[src/rtl/sbmu_pkg.sv]
package sbmu_pkg;

   // Square of the largest soft level for a given sample width.
   function automatic int unsigned peak_square(input int unsigned soft_w);
      return ((32'd1 << soft_w) - 32'd1) * ((32'd1 << soft_w) - 32'd1);
   endfunction

   // Bits needed to hold values 0 .. v.
   function automatic int unsigned bits_for(input int unsigned v);
      int unsigned n;
      n = 1;
      while ((32'd1 << n) <= v) n++;
      return n;
   endfunction

   // Width of a summed metric for nsym symbols of soft_w bits.
   function automatic int unsigned metric_bits(input int unsigned soft_w,
                                               input int unsigned nsym);
      return bits_for(nsym * peak_square(soft_w));
   endfunction

endpackage

[src/rtl/sbmu_sym_term.sv]
// Per-symbol distance to the two ideal points (0 and the top level).
// No multiplier on the received sample: its square comes from an
// elaboration-built table and the cross term is formed with shifts.
module sbmu_sym_term #(
   parameter int unsigned SOFT_W = 3,
   parameter int unsigned TERM_W = 2 * SOFT_W
) (
   input  logic [SOFT_W-1:0] soft_i,
   input  logic              keep_i,
   output logic [TERM_W-1:0] dist_zero_o,
   output logic [TERM_W-1:0] dist_one_o
);
   localparam int unsigned LEVELS = 1 << SOFT_W;
   localparam int unsigned PEAK   = LEVELS - 1;
   localparam int unsigned EXT_W  = 2 * SOFT_W + 2;
   localparam logic [EXT_W-1:0] PEAK_SQ = EXT_W'(PEAK * PEAK);

   if (TERM_W < 2 * SOFT_W) begin : g_bad_term
      $error("sbmu_sym_term: TERM_W too narrow for a squared level");
   end

   logic [EXT_W-1:0] sq_tab [LEVELS];
   for (genvar gi = 0; gi < LEVELS; gi++) begin : g_sq
      assign sq_tab[gi] = EXT_W'(gi * gi);
   end

   logic [EXT_W-1:0] soft_ext;
   logic [EXT_W-1:0] sq_v;
   logic [EXT_W-1:0] cross_v;
   logic [EXT_W-1:0] one_v;

   always_comb begin
      soft_ext = EXT_W'(soft_i);
      sq_v     = sq_tab[soft_i];
      // 2 * s * (2^W - 1) = s * 2^(W+1) - 2s
      cross_v  = (soft_ext << (SOFT_W + 1)) - (soft_ext << 1);
      // s^2 + C^2 - 2sC, never negative
      one_v    = sq_v + PEAK_SQ - cross_v;
   end

   assign dist_zero_o = keep_i ? TERM_W'(sq_v)  : '0;
   assign dist_one_o  = keep_i ? TERM_W'(one_v) : '0;

endmodule

[src/rtl/sbmu_hyp_sum.sv]
// Sums the per-symbol terms for each ideal output hypothesis.
module sbmu_hyp_sum #(
   parameter int unsigned NUM_SYM = 2,
   parameter int unsigned TERM_W  = 6,
   parameter int unsigned MW      = 7
) (
   input  logic [NUM_SYM-1:0][TERM_W-1:0]        dz_i,
   input  logic [NUM_SYM-1:0][TERM_W-1:0]        d1_i,
   output logic [(1<<NUM_SYM)-1:0][MW-1:0]       sum_o
);
   localparam int unsigned HYP = 1 << NUM_SYM;

   for (genvar h = 0; h < HYP; h++) begin : g_hyp
      localparam logic [NUM_SYM-1:0] HBITS = NUM_SYM'(h);
      logic [MW-1:0] acc;
      always_comb begin
         acc = '0;
         for (int k = 0; k < NUM_SYM; k++) begin
            acc = acc + (HBITS[k] ? MW'(d1_i[k]) : MW'(dz_i[k]));
         end
      end
      assign sum_o[h] = acc;
   end

endmodule

[src/rtl/soft_bmu.sv]
module soft_bmu
   import sbmu_pkg::*;
#(
   parameter int unsigned SOFT_W  = 3,
   parameter int unsigned NUM_SYM = 2,
   parameter int unsigned MW      = metric_bits(SOFT_W, NUM_SYM)
) (
   input  logic                              clk,
   input  logic                              rst_n,
   input  logic                              in_valid,
   input  logic [NUM_SYM*SOFT_W-1:0]         soft_i,
   input  logic [NUM_SYM-1:0]                keep_i,
   output logic                              out_valid,
   output logic [(1<<NUM_SYM)*MW-1:0]        metric_o
);
   localparam int unsigned HYP        = 1 << NUM_SYM;
   localparam int unsigned TERM_W     = 2 * SOFT_W;
   localparam int unsigned PEAK       = (1 << SOFT_W) - 1;
   localparam int unsigned MAX_METRIC = NUM_SYM * peak_square(SOFT_W);
   localparam logic [MW-1:0] MAX_METRIC_V = MW'(MAX_METRIC);

   // Elaboration-time parameter checks
   if (SOFT_W < 2 || SOFT_W > 8) begin : g_bad_soft
      $error("soft_bmu: SOFT_W must lie in 2..8");
   end
   if (NUM_SYM < 1 || NUM_SYM > 4) begin : g_bad_nsym
      $error("soft_bmu: NUM_SYM must lie in 1..4");
   end
   if (MW < metric_bits(SOFT_W, NUM_SYM)) begin : g_bad_mw
      $error("soft_bmu: MW cannot hold the largest summed metric");
   end

   logic [NUM_SYM-1:0][TERM_W-1:0] dz;
   logic [NUM_SYM-1:0][TERM_W-1:0] d1;
   logic [HYP-1:0][MW-1:0]         sum_d;
   logic [HYP-1:0][MW-1:0]         metric_q;

   for (genvar k = 0; k < NUM_SYM; k++) begin : g_sym
      sbmu_sym_term #(
         .SOFT_W (SOFT_W),
         .TERM_W (TERM_W)
      ) u_term (
         .soft_i      (soft_i[k*SOFT_W +: SOFT_W]),
         .keep_i      (keep_i[k]),
         .dist_zero_o (dz[k]),
         .dist_one_o  (d1[k])
      );
   end

   sbmu_hyp_sum #(
      .NUM_SYM (NUM_SYM),
      .TERM_W  (TERM_W),
      .MW      (MW)
   ) u_sum (
      .dz_i  (dz),
      .d1_i  (d1),
      .sum_o (sum_d)
   );

   always_ff @(posedge clk or negedge rst_n) begin
      if (!rst_n) begin
         out_valid <= 1'b0;
         metric_q  <= '0;
      end else begin
         out_valid <= in_valid;
         if (in_valid) metric_q <= sum_d;
      end
   end

   assign metric_o = metric_q;

   // ---------------- assertions ----------------
   logic [NUM_SYM-1:0] hard_v;
   logic [HYP-1:0]     zero_flag;
   for (genvar k = 0; k < NUM_SYM; k++) begin : g_hard
      assign hard_v[k] = (soft_i[k*SOFT_W +: SOFT_W] == SOFT_W'(0)) ||
                         (soft_i[k*SOFT_W +: SOFT_W] == SOFT_W'(PEAK));
   end
   for (genvar h = 0; h < HYP; h++) begin : g_zero
      assign zero_flag[h] = (metric_o[h*MW +: MW] == '0);

      p_no_overflow_r3: assert property (@(posedge clk) disable iff (!rst_n)
         metric_o[h*MW +: MW] <= MAX_METRIC_V);
   end

   p_valid_follow_r5: assert property (@(posedge clk) disable iff (!rst_n)
      in_valid |=> out_valid);

   p_valid_drop_r5: assert property (@(posedge clk) disable iff (!rst_n)
      !in_valid |=> !out_valid);

   p_hold_r6: assert property (@(posedge clk) disable iff (!rst_n)
      !in_valid |=> $stable(metric_o));

   p_masked_zero_r4: assert property (@(posedge clk) disable iff (!rst_n)
      (in_valid && keep_i == '0) |=> (metric_o == '0));

   p_hard_unique_r8: assert property (@(posedge clk) disable iff (!rst_n)
      (in_valid && (&keep_i) && (&hard_v)) |=> ($countones(zero_flag) == 1));

endmodule

[config.mk]
export PLATFORM = sky130hd
export DESIGN_NAME = soft_bmu
export DESIGN_NICKNAME = d
export VERILOG_FILES = /design/src/rtl/sbmu_pkg.sv /design/src/rtl/sbmu_sym_term.sv /design/src/rtl/sbmu_hyp_sum.sv /design/src/rtl/soft_bmu.sv
export SDC_FILE = /design/constraint.sdc
export NUM_CORES = 1
export LEC_CHECK = 0
export BUFFER_PORTS_ARGS = -buffer_cell sky130_fd_sc_hd__buf_2
export CORE_MARGIN = 4
export CORE_UTILIZATION = 55
export DETAILED_ROUTE_END_ITERATION = 10
export GPL_ROUTABILITY_DRIVEN = 1
export PLACE_DENSITY = 0.83
export SLEW_MARGIN = 0
export SYNTH_ARGS = -nofsm -noshare
export SYNTH_HDL_FRONTEND = slang
export SYNTH_SLANG_ARGS = --single-unit
export TNS_END_PERCENT = 5
[constraint.sdc]
create_clock -name clk -period 0.9 [get_ports clk]
set_input_delay 0.18 -clock clk [delete_from_list [all_inputs] [get_ports clk]]
set_output_delay 0.18 -clock clk [all_outputs]
set_load 0.02 [all_outputs]
======== Word level (Yosys, flattened, before mapping) ========
Memory sizes are Yosys's and may differ from the RTL's.
Cells that the tools add are included.
storage, ports and cells
  register bits after elaboration ......... 29
  memory bits (read-only) ................. 128
  memories ................................ 2
cells by class
  bitwise operators ....................... 2
  magnitude comparators ................... 2
  multiplexer cells ....................... 8
  $add $sub $neg .......................... 10
memory list
  memory            words  bits a word  read ports  clocked after memory_dff  wr ports  line                 text
  (name not given)  8      8            1           0                         0         sbmu_sym_term.sv:34  sq_v = sq_tab[soft_i];
  (name not given)  8      8            1           0                         0         sbmu_sym_term.sv:34
operators with widths
  kind                 count
  $mux 6               8
  $add 6x6->7          4
  $add 6x6->6 const B  2
  $sub 6x4->6          2
  $sub 6x6->6          2
  $ge 4x4->1 const B   2
  $not 3->4            2

======== Logic depth before layout (Yosys ltp) ========
Gate-level depths: netlist of the first run.
  word-level depth ........................ 8
  gate-level depth with buffers ........... 13
  depth with buffers taken out ............ 13

======== By module ========
A second synthesis of the first run with hierarchy kept.
unflattened totals
  cell total of the unflattened synthesis .. 238
  area total of the unflattened synthesis .. 2536.2 um2
by module, submodules not included
  module         area an instance (um2)  seq. area each (um2)  instances  cells an instance
  soft_bmu       1167.4                  725.7                 1          60
  sbmu_hyp_sum   905.9                   0.0                   1          106
  sbmu_sym_term  231.5                   0.0                   2          36

======== Worst setup path after synthesis of the first run ========
Ideal clock, no wire load.
  kind .................................... input-to-reg
  start point ............................. input soft_i[4]
  end point ............................... register metric_q (netlist bit metric_o[19])
  buffers on the path ..................... 1
  cell stages on the path ................. 13
  setup slack ............................. -1520 ps
  arrival ................................. 2296 ps
  path through ............................ buf_4 > inv_1 > ha_1 > inv_1 > ha_1 > nor2b_1 > o21ai_0 > o311ai_0 > a22o_1 > ha_1 > a21oi_2 > xnor2_1 > mux2_2
on the way
  word-level cells in the longest chain between the ends .. 8
ends and longest elaborated chain
  item                                       line                 text
  start, declared                            soft_bmu.sv:11       input logic [NUM_SYM*SOFT_W-1:0] soft_i,
  $not 3->4 (not written as such)            sbmu_sym_term.sv:34
  $mem_v2 8x8                                -
  $mux 6 (not written as such) (2 in a row)  sbmu_sym_term.sv:34
  $add 6x6->6                                sbmu_sym_term.sv:38  one_v = sq_v + PEAK_SQ - cross_v;
  $sub 6x6->6 *                              sbmu_sym_term.sv:38
  $mux 6 *                                   sbmu_sym_term.sv:42  assign dist_one_o = keep_i ? TERM_W'(one_v) : '0;
  $add 6x6->7 *                              sbmu_hyp_sum.sv:19   acc = acc + (HBITS[k] ? MW'(d1_i[k]) : MW'(dz_i[k]));
  end signal, assigned                       soft_bmu.sv:66       if (in_valid) metric_q <= sum_d;
  end, declared                              soft_bmu.sv:36       logic [HYP-1:0][MW-1:0] metric_q;
Every way passes the cells marked *; elsewhere a longest branch is shown, timed or not. The select of a mux whose other input is x is not followed.
A chain may end at the register's enable or synchronous reset.

======== Final worst setup path of the first run ========
  start point ............................. input soft_i[0]
  end point ............................... register metric_q (netlist bit metric_o[25])
Same word-level chain as after synthesis.

==> out/qor.yml, run 1 <==
drt:
  dr.pass1.iters: 5
  wire_per_inst_um: 21.9
  routed_via_density: 5.91
  via_count: 1869
  drc: 0
  drt_iter0_drc: 125
  wl_mm: 6.91
  antenna_left: 0
critical_path:
  path_max_fanout: 4
  regToRegEndpoint: "metric_o[26]$_DFFE_PN0P_"
  crit_buf_inv: 5
  max_stage_delay_ns: 0.36
  regToRegSetupSlack_ns: 0.07
  cp.arrival_ns: 2.37
  cp-end-kind: "register"
  cp-start-kind: "input port"
  ff2ff_path_depth: 1
  cp_top_family: "adder cells"
  path_cells: "buf_8 -> clkinvlp_4 -> nand2_4 -> ha_4 -> inv_2 -> ha_4 -> a21oi_2 -> xor2_1 -> a221oi_2 -> buf_4 -> ha_4 -> buf_4 -> xnor2_1 -> mux2_2"
  required_ns: 1.08
  cp_common_cell: "ha_4"
  path_class: "in -> reg"
  cp_slowest_cell: "a221oi_2"
  r2r_start: "metric_o[26]$_DFFE_PN0P_"
timing:
  fmax_mhz: 456
  period_share_pct: 244
  hold_ws_ns: 0.227
  grt_setup_unrepaired: "true"
  slew_viol_final: 0
  fin_skew_ns: 0
  min_period_ns: 2.19
  fin_ws_ns: -1.29
  hold_viol: 0
  worst_slew_pin_slew_ns: 0.327
  slew-limit-headroom_pct: 78.2
  finalSetupViolations: 55
synthesis:
  syn-num-nets: 227
  synthArstFlopShare_pct: 100
  synth_ff_type: "dfrtp_1"
  synth_edf_count: 0
  ys_ff_latch: 29
  syn_avg_cell_area_um2: 10.8
  synth_area_um2: 2020
  ys_seq_area_share_pct: 36.0
  ys_types: 31
  yosysWarnings: 0
  syn_inst: 186
power_and_ir_drop:
  power_density_nw_per_um2: 1540
  leakage_nw: 1.60
  irDropWorstVdd_mv: 1.47
layout:
  fin_nets: 310
  final_cells: 316
  fillCellCount: 139
  drive_above_1_share_pct: 59.3
  area_delta_synth_final_pct: 52.4
  antenna_cells: 0
clock_network:
  cts_tree: "built"
  cts_htree_levels: 2
  path_clk_slew_ns: 0.06
  cts_buffers: 5
  clkLatencyLatePin_ns: 0.29
  cts_sinks: 29
  clock_path_buffers: 2
  cts_root_buf: "clkbuf_8"
floorplan:
  core_area_um2: 3440
  rows: 21
  dieWidth_um: 68.6
  die_area_um2: 4700
  die_y_um: 68.6
  initial_utilization_pct: 58.6
  pin_count: 40
global_route:
  grt_overflow: 0
  met3_usage_pct: 6.48
  top_usage_layer: "met2"
  grt_pass1_vias: 1791
  grt_max_degree: 25
  use_met2_pct: 44.7
  grt_pass1_wl_mm: 8.71
  use_met1_pct: 30.4
  antenna_found_initial: 0
  track_usage_pct: 25.9
status:
  violations: "negative setup slack"
  status: "complete, but fails checks"
min_path:
  min_path_cells: 2
  hold_path.class: "in -> reg"
  hp-start: "in_valid"
  worstHoldEndpoint: "out_valid$_DFF_PN0_"
placed_design:
  io_buffers: 39
  dpl.cell_count: 305
  place_congestion: 0.827
  dp_hpwl_mm: 3.78
job:
  drv_cap: 0
-- worst max path at each step --
stage	startpoint	to	slack, ns	cells past startpoint
after floorplan	soft_i[1]	metric_o[12]$_DFFE_PN0P_	-1.32	12
final	soft_i[0]	metric_o[25]$_DFFE_PN0P_	-1.29	14
after global routing	soft_i[0]	metric_o[26]$_DFFE_PN0P_	-1.37	14
after detailed placement	soft_i[0]	metric_o[12]$_DFFE_PN0P_	-1.56	13
after global placement	soft_i[0]	metric_o[12]$_DFFE_PN0P_	-1.52	13
after CTS	soft_i[0]	metric_o[26]$_DFFE_PN0P_	-1.22	14
-- layer usage --
layer  wire, um  up-vias
met4        339        0
met1       2560      934
met5          0        -
met3        496       29
li1           -      806
met2       3510      100
-- layout make-up --
| class | count | area [um2] | share of cell area [%] |
|---|---|---|---|
| multi-input cells | 132 | 1460 | 47.5 |
| flip-flops and latches | 29 | 726 | 23.6 |
| repair buffers | 83 | 657 | 21.4 |
| inverters | 18 | 88.8 | 2.89 |
| clock buffers | 5 | 68.8 | 2.24 |
| well taps | 46 | 57.6 | 1.87 |
| clock inverters | 3 | 17.5 | 0.570 |
-- state kept, by name, indices dropped and copies added (netlist names) --
signal and cells:
metric_o 28, out_valid 1
-- through the flow --
step / area, um2 / setup WS [ns] / setup TNS [ns] / total power [mW] / util (%)
after floorplan: 2100 / -1.32 / -19.97 / 2.61 / -
after global placement: 2640 / -1.52 / -27.66 / 3.15 / 76.6
after detailed placement: 2640 / -1.56 / -28.90 / 3.22 / 76.6
after CTS: 2860 / -1.22 / -21.25 / 4.39 / 83.2
after global routing: 3070 / -1.37 / -24.15 / 4.93 / 89.3
final: 3070 / -1.29 / -22.36 / 4.75 / 89.3
-- cell families after synthesis --
logic type               synth area share, %
AND/OR/NAND/NOR                         8.44
multiplexers                            13.8
AO/OA/AOI/OAI                           10.4
adder cells (fa/ha/maj)                 20.1
XOR/XNOR                                5.65
flip-flops                              36.0
buffers and inverters                   5.64
-- Yosys cell counts, drive strengths merged, types with 2 or more instances --
cell type | instances | share of area [%]
a21o | 8 | 3.0
a21oi | 17 | 5.0
and2 | 2 | 0.62
and3 | 5 | 1.6
buf | 7 | 2.3
dfrtp | 29 | 36
fa | 4 | 4.0
ha | 26 | 16
inv | 18 | 3.3
mux2 | 20 | 11
mux2i | 5 | 2.5
nand2 | 5 | 0.93
nor2 | 12 | 2.2
nor2b | 3 | 0.93
o21ai | 2 | 0.50
xnor2 | 10 | 4.3
xor2 | 3 | 1.3
-- where the power goes --
group	internal (mW)	switching (mW)	total, mW
sequential	1.50	0.128	1.63
combinational	0.970	1.04	2.01
clock	0.532	0.575	1.11
total	3.01	1.74	4.75
-- placed cells by master, fill, tap and decap left out, types with 6 or more instances in the layout --
cell type | netlist | routed
buf_2 | 4 | 28
xnor2_1 | 10 | 9
dfrtp_1 | 29 | 29
buf_6 | 1 | 15
ha_1 | 26 | 15
buf_4 | 2 | 35
inv_1 | 18 | 8
nor2_1 | 12 | 7
mux2_2 | 19 | 14
ha_4 | 0 | 11
a21o_1 | 8 | 8
inv_2 | 0 | 6
mux2_4 | 1 | 6
a21oi_1 | 13 | 9
a21oi_2 | 4 | 8
-- timing repair --
action / CTS / global route
gates cloned: 0 / 0
hold buffers: 1 / 0
gates resized for setup: 32 / 56
hold endpoints to repair: 9 / 0
endpoints found under the setup margin: 56 / 57
pin swaps: 18 / 18
setup buffers: 1 / 1
Note: power is estimated with default switching activity, not from simulation.
==> run 2, diff against run 1 <==
- CORE_UTILIZATION: 55 -> 35
- PLACE_DENSITY: 0.83 -> 0.58
- SETUP_SLACK_MARGIN: not set -> 0.05
==> out/qor.yml, run 2 (synthesis gave the netlist of run 1 again) <==
critical_path:
  required_ns: 1.05  # -0.03 ns
  path_max_fanout: 4  # unchanged
  path_class: "in -> reg"
  regToRegSetupSlack_ns: 0.10  # +0.03 ns
  cp-end-kind: "register"
  cp.arrival_ns: 2.29  # -0.08 ns
  cp-start-kind: "input port"
power_and_ir_drop:
  leakage_nw: 1.63  # +1.8%
  power_density_nw_per_um2: 1490  # -3.2%
  irDropWorstVdd_mv: 1.42  # -3.2%
  fin_total_pwr_mw: 4.61  # -2.9%
timing:
  hold_viol: 0  # unchanged
  finalSetupViolations: 54  # -1.8%
  period_share_pct: 237  # -6.6 points
  fin_ws_ns: -1.23  # +0.0590 ns
  fin_skew_ns: 0  # unchanged
  slew_viol_final: 0  # unchanged
  min_period_ns: 2.13  # -0.0590 ns
  setup-tns-final_ns: -22.43  # -0.0737 ns
  worst_slew_pin_slew_ns: 0.300  # -0.0274 ns
  grt_setup_unrepaired: "true"
  fmax_mhz: 469  # +2.8%
  slew-limit-headroom_pct: 80.0  # +1.8 points
global_route:
  grt_pass1_wl_mm: 8.47  # -2.7%
  antenna_found_initial: 0  # unchanged
  track_usage_pct: 14.9  # -11 points
  grt_max_degree: 30  # +20%
  grt_overflow: 0  # unchanged
  grt_pass1_vias: 1737  # -3.0%
clock_network:
  cts_buffers: 5  # unchanged
  path_clk_slew_ns: 0.06  # about the same
  cts_htree_levels: 2  # unchanged
  clkLatencyLatePin_ns: 0.27  # -0.02 ns
  cts_sinks: 29  # unchanged
  clock_path_buffers: 2  # unchanged
  cts_root_buf: "clkbuf_8"
  cts_tree: "built"
status:
  status: "complete, but fails checks"
  violations: "negative setup slack"
floorplan:
  pin_count: 40  # unchanged
  die_y_um: 83.9  # +22%
  die_area_um2: 7040  # +50%
  initial_utilization_pct: 36.4  # -22 points
  dieWidth_um: 83.9  # +22%
  rows: 27  # +29%
  core_area_um2: 5540  # +61%
layout:
  ff_latch_area_um2: 726  # unchanged
  top_regs: "metric_o (28), out_valid (1)"
  fillCellCount: 508  # +270%
  final_cell_mix: "buf_4, buf_2, dfrtp_1"
  regMostFlops: "metric_o"
  antenna_cells: 0  # unchanged
  fin_nets: 319  # +2.9%
  largest_reg_flops: 28  # unchanged
  multi_input_area_um2: 1420  # -2.9%
  drive_above_1_share_pct: 58.8  # -0.48 points
  final_area_um2: 3080  # +0.28%
  area_delta_synth_final_pct: 52.9
  layout.cells.most_common: "buf_4"
drt:
  dr.pass1.iters: 5  # unchanged
  antenna_left: 0  # unchanged
  routed_via_density: 4.71  # -20%
  drt_iter0_drc: 40  # -68%
  via_count: 1653  # -12%
  wire_per_inst_um: 14.1  # -36%
  drc: 0  # unchanged
  wl_mm: 4.94  # -28%
job:
  drv_cap: 0  # unchanged
placed_design:
  io_buffers: 39  # unchanged
  dp_hpwl_mm: 3.72  # -1.6%
  dp_slack_ns: -1.55  # +0.0126 ns
  place_congestion: 0.840  # +1.6%
  place_area_um2: 2680  # +1.4%
min_path:
  hold_path.class: "in -> reg"
-- run 2: cell count changes in the layout (fill, tap and decap cells not counted), moves of 4 or more --
| cell | before | now |
|---|---|---|
| mux2_2 | 14 | 18 |
| mux2_4 | 6 | 2 |
| buf_6 | 15 | 6 |
| buf_2 | 28 | 35 |
| buf_4 | 35 | 46 |
-- run 2: critical path, stage by stage --
cell and delay, ns:
buf_8 0.09, clkinvlp_4 0.09, nand2_4 0.09, ha_4 0.12, inv_2 0.04, ha_4 0.27, a21oi_2 0.05, xor2_1 0.16
a221oi_2 0.35, buf_4 0.18, ha_4 0.20, a21oi_2 0.13, xnor2_1 0.08, mux2_4 0.26
-- run 2: metrics by stage --
| stage | std cells | hold WS, ns | utilization, % |
|---|---|---|---|
| floorplan | 186 | -0.116 | - |
| global placement | 330 | 0.143 | 48.3 |
| detailed placement | 330 | 0.146 | 48.3 |
| CTS | 349 | 0.225 | 54.6 |
| global route | 351 | 0.229 | 55.6 |
| finish | 351 | 0.228 | 55.6 |
-- run 2: final cells by class --
cell class,instances,share of cell area (%)
Inverter,18,2.48
Clock inverter,1,0.162
Sequential cell,29,23.5
Clock buffer,7,3.12
Multi-Input combinational cell,132,45.9
Timing Repair Buffer,92,21.8
Tap cell,72,2.92
-- run 2: metal layers --
| metal | part of all wire (%) | GRT usage [%] | vias up |
|---|---|---|---|
| met5 | 0 | 0 | - |
| met4 | 0.38 | 1.75 | 0 |
| met3 | 5.3 | 3.85 | 2 |
| met2 | 47 | 24.9 | 45 |
| met1 | 47 | 19.8 | 780 |
| li1 | - | - | 826 |
-- run 2: timing repair --
item,CTS,global route
gates resized for setup,41,9
buffers inserted,10,2
hold buffers,1,0
pin swaps,21,15
endpoints found under the hold margin,29,0
cloned,0,0
endpoints found under the setup margin,57,56
-- run 2: report_power, final --
group | total (mW) | switching, mW | internal, mW
Sequential | 1.60 | 0.0975 | 1.50
Clock | 1.19 | 0.504 | 0.691
Combinational | 1.81 | 0.917 | 0.897
-- run 2: worst paths after layout --
path | from | endpoint | depth (start not counted)
max in group asynchronous | rst_n | metric_o[14]$_DFFE_PN0P_ | 3
worst max-delay path | soft_i[0] | metric_o[26]$_DFFE_PN0P_ | 14
worst min register to register | metric_o[17]$_DFFE_PN0P_ | metric_o[17]$_DFFE_PN0P_ | 1
worst max register to register | metric_o[26]$_DFFE_PN0P_ | metric_o[26]$_DFFE_PN0P_ | 1
worst min-delay path | in_valid | out_valid$_DFF_PN0_ | 2
min in group asynchronous | rst_n | metric_o[20]$_DFFE_PN0P_ | 3
